<file path="src/rtl/vlw_pkg.sv">
package vlw_pkg;

    localparam int unsigned WORD_W         = 32;
    localparam int unsigned WORDS_PER_LINE = 4;
    localparam int unsigned LINE_W         = WORD_W * WORDS_PER_LINE;
    localparam int unsigned CNT_W          = $clog2(WORDS_PER_LINE);

    // state encoding equals the number of held words
    typedef enum logic [CNT_W-1:0] {
        GATHER_EMPTY = 2'd0,
        GATHER_ONE   = 2'd1,
        GATHER_TWO   = 2'd2,
        GATHER_THREE = 2'd3
    } gather_state_t;

    typedef enum logic [1:0] {
        SEL_ADDR   = 2'd0,
        SEL_DATA   = 2'd1,
        SEL_STATUS = 2'd2,
        SEL_SPARE  = 2'd3
    } reg_sel_t;

endpackage

</file>
<file path="src/rtl/vlw_line_addr.sv">
module vlw_line_addr #(
    parameter int unsigned LINE_AW = 8
) (
    input  logic               clk,
    input  logic               rst_n,
    input  logic               load,
    input  logic [LINE_AW-1:0] load_line,
    input  logic               advance,
    output logic [LINE_AW-1:0] line_q
);

    // line count is a power of two, so the increment wraps to zero
    always_ff @(posedge clk or negedge rst_n) begin
        if (!rst_n) begin
            line_q <= '0;
        end else if (load) begin
            line_q <= load_line;
        end else if (advance) begin
            line_q <= line_q + LINE_AW'(1);
        end
    end

endmodule

</file>
<file path="src/rtl/vlw_gather.sv">
module vlw_gather
    import vlw_pkg::*;
(
    input  logic              clk,
    input  logic              rst_n,
    input  logic              word_wr,
    input  logic              flush,
    input  logic [WORD_W-1:0] word_in,
    output logic              line_done,
    output logic [LINE_W-1:0] line_data,
    output logic [CNT_W-1:0]  pending
);

    gather_state_t state_q, state_d;

    // state register
    always_ff @(posedge clk or negedge rst_n) begin
        if (!rst_n) begin
            state_q <= GATHER_EMPTY;
        end else begin
            state_q <= state_d;
        end
    end

    // next state and outputs
    always_comb begin
        state_d   = state_q;
        line_done = 1'b0;
        if (flush) begin
            state_d = GATHER_EMPTY;
        end else if (word_wr) begin
            unique case (state_q)
                GATHER_EMPTY: state_d = GATHER_ONE;
                GATHER_ONE:   state_d = GATHER_TWO;
                GATHER_TWO:   state_d = GATHER_THREE;
                GATHER_THREE: begin
                    state_d   = GATHER_EMPTY;
                    line_done = 1'b1;
                end
            endcase
        end
    end

    assign pending = state_q;

    // holding slots for the first three words; the last comes straight from the bus
    for (genvar g = 0; g < WORDS_PER_LINE - 1; g++) begin : g_slot
        logic [WORD_W-1:0] slot_q;
        always_ff @(posedge clk or negedge rst_n) begin
            if (!rst_n) begin
                slot_q <= '0;
            end else if (word_wr && !flush && (state_q == gather_state_t'(CNT_W'(g)))) begin
                slot_q <= word_in;
            end
        end
        assign line_data[g*WORD_W +: WORD_W] = slot_q;
    end

    assign line_data[(WORDS_PER_LINE-1)*WORD_W +: WORD_W] = word_in;

endmodule

</file>
<file path="src/rtl/vlw_commit.sv">
module vlw_commit
    import vlw_pkg::*;
#(
    parameter int unsigned LINE_AW = 8
) (
    input  logic               clk,
    input  logic               rst_n,
    input  logic               fire,
    input  logic [LINE_AW-1:0] line_in,
    input  logic [LINE_W-1:0]  data_in,
    output logic               mem_we,
    output logic [LINE_AW-1:0] mem_addr,
    output logic [LINE_W-1:0]  mem_wdata
);

    always_ff @(posedge clk or negedge rst_n) begin
        if (!rst_n) begin
            mem_we    <= 1'b0;
            mem_addr  <= '0;
            mem_wdata <= '0;
        end else begin
            mem_we <= fire;
            if (fire) begin
                mem_addr  <= line_in;
                mem_wdata <= data_in;
            end
        end
    end

endmodule

</file>
<file path="src/rtl/vlw_line_writer.sv">
module vlw_line_writer
    import vlw_pkg::*;
#(
    parameter int unsigned LINE_AW = 8
) (
    input  logic               clk,
    input  logic               rst_n,
    input  logic               bus_en,
    input  logic               bus_we,
    input  logic [1:0]         bus_sel,
    input  logic [31:0]        bus_wdata,
    output logic [31:0]        bus_rdata,
    output logic               mem_we,
    output logic [LINE_AW-1:0] mem_addr,
    output logic [127:0]       mem_wdata
);

    localparam int unsigned BYTE_AW = LINE_AW + 4;

    reg_sel_t             sel;
    logic                 addr_wr;
    logic                 data_wr;
    logic                 line_done;
    logic [LINE_W-1:0]    line_data;
    logic [CNT_W-1:0]     pend_cnt;
    logic [LINE_AW-1:0]   line_q;

    assign sel     = reg_sel_t'(bus_sel);
    assign addr_wr = bus_en && bus_we && (sel == SEL_ADDR);
    assign data_wr = bus_en && bus_we && (sel == SEL_DATA);

    vlw_line_addr #(.LINE_AW(LINE_AW)) u_addr (
        .clk       (clk),
        .rst_n     (rst_n),
        .load      (addr_wr),
        .load_line (bus_wdata[BYTE_AW-1:4]),
        .advance   (line_done),
        .line_q    (line_q)
    );

    vlw_gather u_gather (
        .clk       (clk),
        .rst_n     (rst_n),
        .word_wr   (data_wr),
        .flush     (addr_wr),
        .word_in   (bus_wdata),
        .line_done (line_done),
        .line_data (line_data),
        .pending   (pend_cnt)
    );

    vlw_commit #(.LINE_AW(LINE_AW)) u_commit (
        .clk       (clk),
        .rst_n     (rst_n),
        .fire      (line_done),
        .line_in   (line_q),
        .data_in   (line_data),
        .mem_we    (mem_we),
        .mem_addr  (mem_addr),
        .mem_wdata (mem_wdata)
    );

    always_comb begin
        bus_rdata = '0;
        unique case (sel)
            SEL_ADDR:   bus_rdata[BYTE_AW-1:4] = line_q;
            SEL_STATUS: bus_rdata[CNT_W-1:0]   = pend_cnt;
            SEL_DATA,
            SEL_SPARE:  bus_rdata = '0;
        endcase
    end

endmodule

</file>
<file path="config.mk">
export PLATFORM = sky130hd
export DESIGN_NAME = vlw_line_writer
export DESIGN_NICKNAME = d
export VERILOG_FILES = /design/src/rtl/vlw_pkg.sv /design/src/rtl/vlw_line_addr.sv /design/src/rtl/vlw_gather.sv /design/src/rtl/vlw_commit.sv /design/src/rtl/vlw_line_writer.sv
export SDC_FILE = /design/constraint.sdc
export NUM_CORES = 1
export LEC_CHECK = 0
export CAP_MARGIN = 5
export CELL_PAD_IN_SITES_DETAIL_PLACEMENT = 0
export CELL_PAD_IN_SITES_GLOBAL_PLACEMENT = 1
export CORE_MARGIN = 2
export CORE_UTILIZATION = 42
export DETAILED_ROUTE_END_ITERATION = 16
export PLACE_DENSITY = 0.87
export REMOVE_ABC_BUFFERS = 1
export SYNTH_ARGS = -nofsm -noshare
export SYNTH_HDL_FRONTEND = slang
export SYNTH_SLANG_ARGS = --single-unit
</file>
<file path="constraint.sdc">
create_clock -name clk -period 3.7 [get_ports clk]
set_clock_uncertainty 0.1 [all_clocks]
set_input_delay 1.11 -clock clk [delete_from_list [all_inputs] [get_ports clk]]
set_output_delay 1.11 -clock clk [all_outputs]
set_load 0.005 [all_outputs]
</file>
# Yosys cells after proc, flatten, opt, wreduce, memory -nomap -nowiden
# Index checks and enable logic that the tools add are counted.
[totals] register_bits=243 elab_cells=36 romBits=0 mem_count=0 out_inout_bits=169 ramBits=0 latch_bits=0 inputBits=38
[op_classes] bitwise_logic=0 addsub=1 order_cmp=0 n_eq_ne=5 n_shift=0 n_reduce_logical=12 mul=0 muxes=10 div_mod_pow=0
[op_table] op="$mux W8" n=3
[op_table] op="$add A8 B1 Y8 const B" n=1
[op_table] op="$pmux W2 S4" n=1
[op_table] op="$logic_and A1 B1 Y1" n=7
[op_table] op="$eq A2 B2 Y1 const B" n=3
[op_table] op="$mux W2" n=3
[op_table] op="$eq A2 B1 Y1 const B" n=2
[op_table] op="$logic_not A2 Y1" n=2
[op_table] op="$reduce_bool A2 Y1" n=2
[op_table] op="$mux W1" n=3
[op_table] op="$logic_not A1 Y1" n=1

# Depth between registers and ports, before layout
[depth] depth_word=6 depth_mapped=9 ltp_nobuf=5

# Cells and area by module
# Synthesis repeated with hierarchy kept, for this count alone.
[hier_totals] cells_unflattened=626 area_unflattened_um2=10249.8
[by_module_without_submodules] mod="vlw_commit" n_inst=1 cells_each=288 area_each_um2=5222.5 seq_area_each_um2=3428.3
[by_module_without_submodules] mod="vlw_gather" n_inst=1 cells_each=252 area_each_um2=4279.1 seq_area_each_um2=2452.4
[by_module_without_submodules] mod="vlw_line_addr" n_inst=1 cells_each=49 area_each_um2=450.4 seq_area_each_um2=200.2
[by_module_without_submodules] mod="vlw_line_writer" n_inst=1 cells_each=37 area_each_um2=297.8 seq_area_each_um2=0.0

# Least setup slack after synthesis
# No wires, ideal clock.
[synth_path] path_type="in2out" startpoint="input bus_sel[0]" endpoint="output bus_rdata[10]" slack_ns=0.831 required_time_ns=2.490 cell_stages=3 t_arrival_ns=1.659 cell_sequence="buf_1 > nor2_1 > and2_1"
[synth_via] elab_chain_cells=2
[synth_lines] element="start, declared" line="vlw_line_writer.sv:10" rtl="input logic [1:0] bus_sel,"
[synth_lines] element="$logic_not A2 Y1" line="vlw_line_writer.sv:65" rtl="unique case (sel)"
[synth_lines] element="$mux W8" line="vlw_line_writer.sv:65"
[synth_lines] element="end, declared" line="vlw_line_writer.sv:12" rtl="output logic [31:0] bus_rdata,"
# No other way between the ends.

# Worst setup path in the final report
[layout_path] startpoint="input bus_sel[0]" endpoint="output bus_rdata[7]"
# The elaborated chain is that of the path after synthesis.

==> flow_summary.toml <==
[synth]
synth-simple-area-share_pct = 18.21
syn-mean-instance-area_sq_um = 10.84
syn_inst = 883
ys_ff_latch = 243
ys_types = 38
async_reset_ff_share_pct = 100.0
muxShareOfSynthArea_pct = 11.30
synth_edf_count = 0
mappedNetlistArea_sq_um = 9570
synth_fa_ha_area_share_pct = 0.6537
synth_compound_area_share_pct = 1.477
synth_top_family_by_area = "simple AND/OR/NAND/NOR gates"
ys_seq_area_share_pct = 63.54
synth_xor_area_share_pct = 0.09152
yosys_warnings = 0
yosys_most_used_dff = "dfrtp_1"

[clock_network]
post-cts-setup-buffer-count = 0
clk_latency_ns = 0.51
cts_tree = "built"
root_buffer = "clkbuf_16"
clock_sinks = 243
hold_buffers = 0
cts_buffers = 26
ctsLongestPathBuffers = 3
htree_levels = 1
clk_pin_slew_ns = 0.06

[power_and_ir_drop]
p_leak_nw = 6.375
ir_worst_vdd_mv = 0.3699
power_per_cell_area_nw_per_um2 = 622.5

[critical_path]
max_stage_delay_ns = 0.54
cp_top_family = "buffers and inverters"
worstPathRequired_ns = 2.49
path_cells = "dlymetal6s2s_1 -> buf_4 -> nor3_1 -> clkdlybuf4s50_1"
path_max_fanout = 5
crit_path_top_delay_cell = "clkdlybuf4s50_1"
crit_arrival_ns = 2.14
end_kind = "output port"
cp.buffers_inverters = 3
start_kind = "primary input"
worstSetupPathType = "in -> out"

[detailed_routing]
detail-route-antenna-nets = 0
drc_errors = 0
drt_first_pass_iters = 4
via_per_inst = 4.760
drt-total-wl_microns = 21200
wl_per_cell_microns = 15.43
vias = 6540
drt_iter0_drc = 300

[floorplan]
die_area_sq_um = 24010
dieHeight_microns = 155.0
start_util_pct = 42.53
rows = 55
boundaryPins = 207
dieWidth_microns = 155.0
core-area_sq_um = 22500

[placed_design]
gp_congestion = 0.7612
hpwl_microns = 13410
io_buffers = 184

[cells_and_area]
fillers = 1922
fin_util_pct = 55.95
antennaDiodeCount = 0
multi_input_area_sq_um = 3127
final-seq-area_sq_um = 6081
nNetsFinal = 1115
drive_gt1_share_pct = 14.97
area_growth_pct = 31.56

[timing]
slew_headroom_pct = 58.82
max_freq_mhz = 299.0
rsz0062_at_grt = "false"
slew_violations = 0
finalSetupViolations = 0
tightestPinTransition_ns = 0.6177
post-route-min-period_ns = 3.345
hold_violations = 0
timing.final.crit_share_pct = 90.41
timing.hold.ws_ns = 0.3526

[outcome]
outcome = "finished, final reports clean"

[hold_path]
hold_class = "reg -> reg"

[global_route]
grt_max_degree = 81
grt_pass1_wl_microns = 34940
antenna_found_initial = 0
first_global_vias = 6587
grt_use_total_pct = 17.83
grt_overflow_total = 0

[run]
drv_cap = 0
-- final cells by class --
class | count | area share (%)
repair buffers | 204 | 16.85
inverters | 7 | 0.2286
well taps | 285 | 2.832
multi-input cells | 590 | 24.83
flip-flops and latches | 243 | 48.30
clock buffers | 38 | 6.251
clock inverters | 7 | 0.7056
-- synth_stat cells, types with 2 or more instances --
cell	count	area, sq um
buf_4	23	172.7
nand3_1	2	10.01
dfrtp_1	243	6081
nand2_1	414	1554
o211ai_1	4	30.03
nor2_1	3	11.26
buf_6	8	90.09
buf_2	29	145.1
o21ai_0	8	40.04
nor3b_1	2	15.01
a21oi_1	3	15.01
and2_1	6	37.54
mux2_2	95	1070
nor3_1	5	25.02
inv_1	6	22.52
nand2_2	3	18.77
ha_1	5	62.56
clkbuf_1	3	11.26
nand4_1	2	12.51
-- worst register-to-register path: cells and delay by family, from the launching register on --
kind	cells	cell delay, ns
multiplexers	1	0.35
flip-flops	1	0.38
AND/OR/NAND/NOR	1	0.34
buffers and inverters	2	0.34
adder cells (fa/ha/maj)	1	0.22
-- through the flow --
stage	setup TNS [ns]	setup WS (ns)	instance area (sq um)	total power, mW	cells
floorplan	-9.941	-0.2656	9226	4.431	840
global placement	0	0.03268	11700	5.218	1329
CTS	0	0.05028	12570	7.944	1374
global route	0	0.3251	12590	8.283	1374
finish	0	0.3550	12590	7.838	1374
detailed placement	-0.01743	-0.01743	11700	5.293	1329
-- layout by cell type (no fill, tap or decap), types with 2 or more instances in the layout --
cell type          n
a21oi_1            3
and2_1             6
buf_12             9
buf_4             11
bufinv_16          2
clkbuf_1           4
clkbuf_16         27
clkbuf_8           7
clkdlybuf4s50_1  178
clkinv_2           4
conb_1            22
dfrtp_1          243
dlymetal6s2s_1     5
ha_1               5
inv_1              6
mux2_2            95
nand2_1          414
nand2_2            3
nand3_1            2
nand4_1            2
nor2_1             2
nor3_1             5
nor3b_1            2
o211ai_1           4
o21ai_0            8
-- where the power goes --
group	total, mW	internal (mW)	switching [mW]
Combinational	1.45	0.929	0.518
Clock	2.61	1.60	1.01
Sequential	3.78	3.39	0.388
-- timing repair --
item | in CTS | in global routing
setup endpoints to repair | 2 | 9
resized for setup | 1 | 6
gates cloned | 0 | 0
-- kinds of logic after synthesis --
logic type	count (synthesis)
adders and majority gates	5
AOI/OAI and AO/OA	22
and+or+nand+nor	444
muxes	96
buffers and inverters	71
other	1
DFF	243
xor gates and xnor gates	1
-- routing by layer --
| layer | track usage (%) | share of wire (%) | vias up |
|---|---|---|---|
| met5 | 0 | 0 | - |
| met2 | 28.89 | 47 | 179 |
| met4 | 3.395 | 1.1 | 0 |
| met1 | 25.23 | 46 | 3203 |
| met3 | 3.649 | 6.0 | 19 |
| li1 | - | - | 3139 |
-- registers in the layout, summed over array words and instances (netlist names) --
| name | flops |
|---|---|
| u_addr.line_q | 8 |
| u_commit.mem_addr | 8 |
| u_commit.mem_wdata | 128 |
| u_commit.mem_we | 1 |
| u_gather.g_slot.slot_q | 96 |
| u_gather.pending | 2 |
-- worst paths after layout --
check / from / end / slack (ns) / cells past startpoint
hold reg to reg: u_gather.g_slot[2].slot_q[26]$_DFFE_PN0P_ / u_commit.mem_wdata[90]$_DFFE_PN0P_ / 0.35 / 2
setup reg to reg: u_gather.pending[0]$_DFFE_PN0P_ / u_gather.g_slot[2].slot_q[11]$_DFFE_PN0P_ / 1.86 / 5
hold / removal: u_gather.g_slot[2].slot_q[26]$_DFFE_PN0P_ / u_commit.mem_wdata[90]$_DFFE_PN0P_ / 0.35 / 2
max in group asynchronous: rst_n / u_commit.mem_wdata[109]$_DFFE_PN0P_ / 2.20 / 2
min in group asynchronous: rst_n / u_commit.mem_wdata[18]$_DFFE_PN0P_ / 0.49 / 1
setup / recovery: bus_sel[0] / bus_rdata[7] / 0.35 / 4
(Power assumes the default switching activity.)
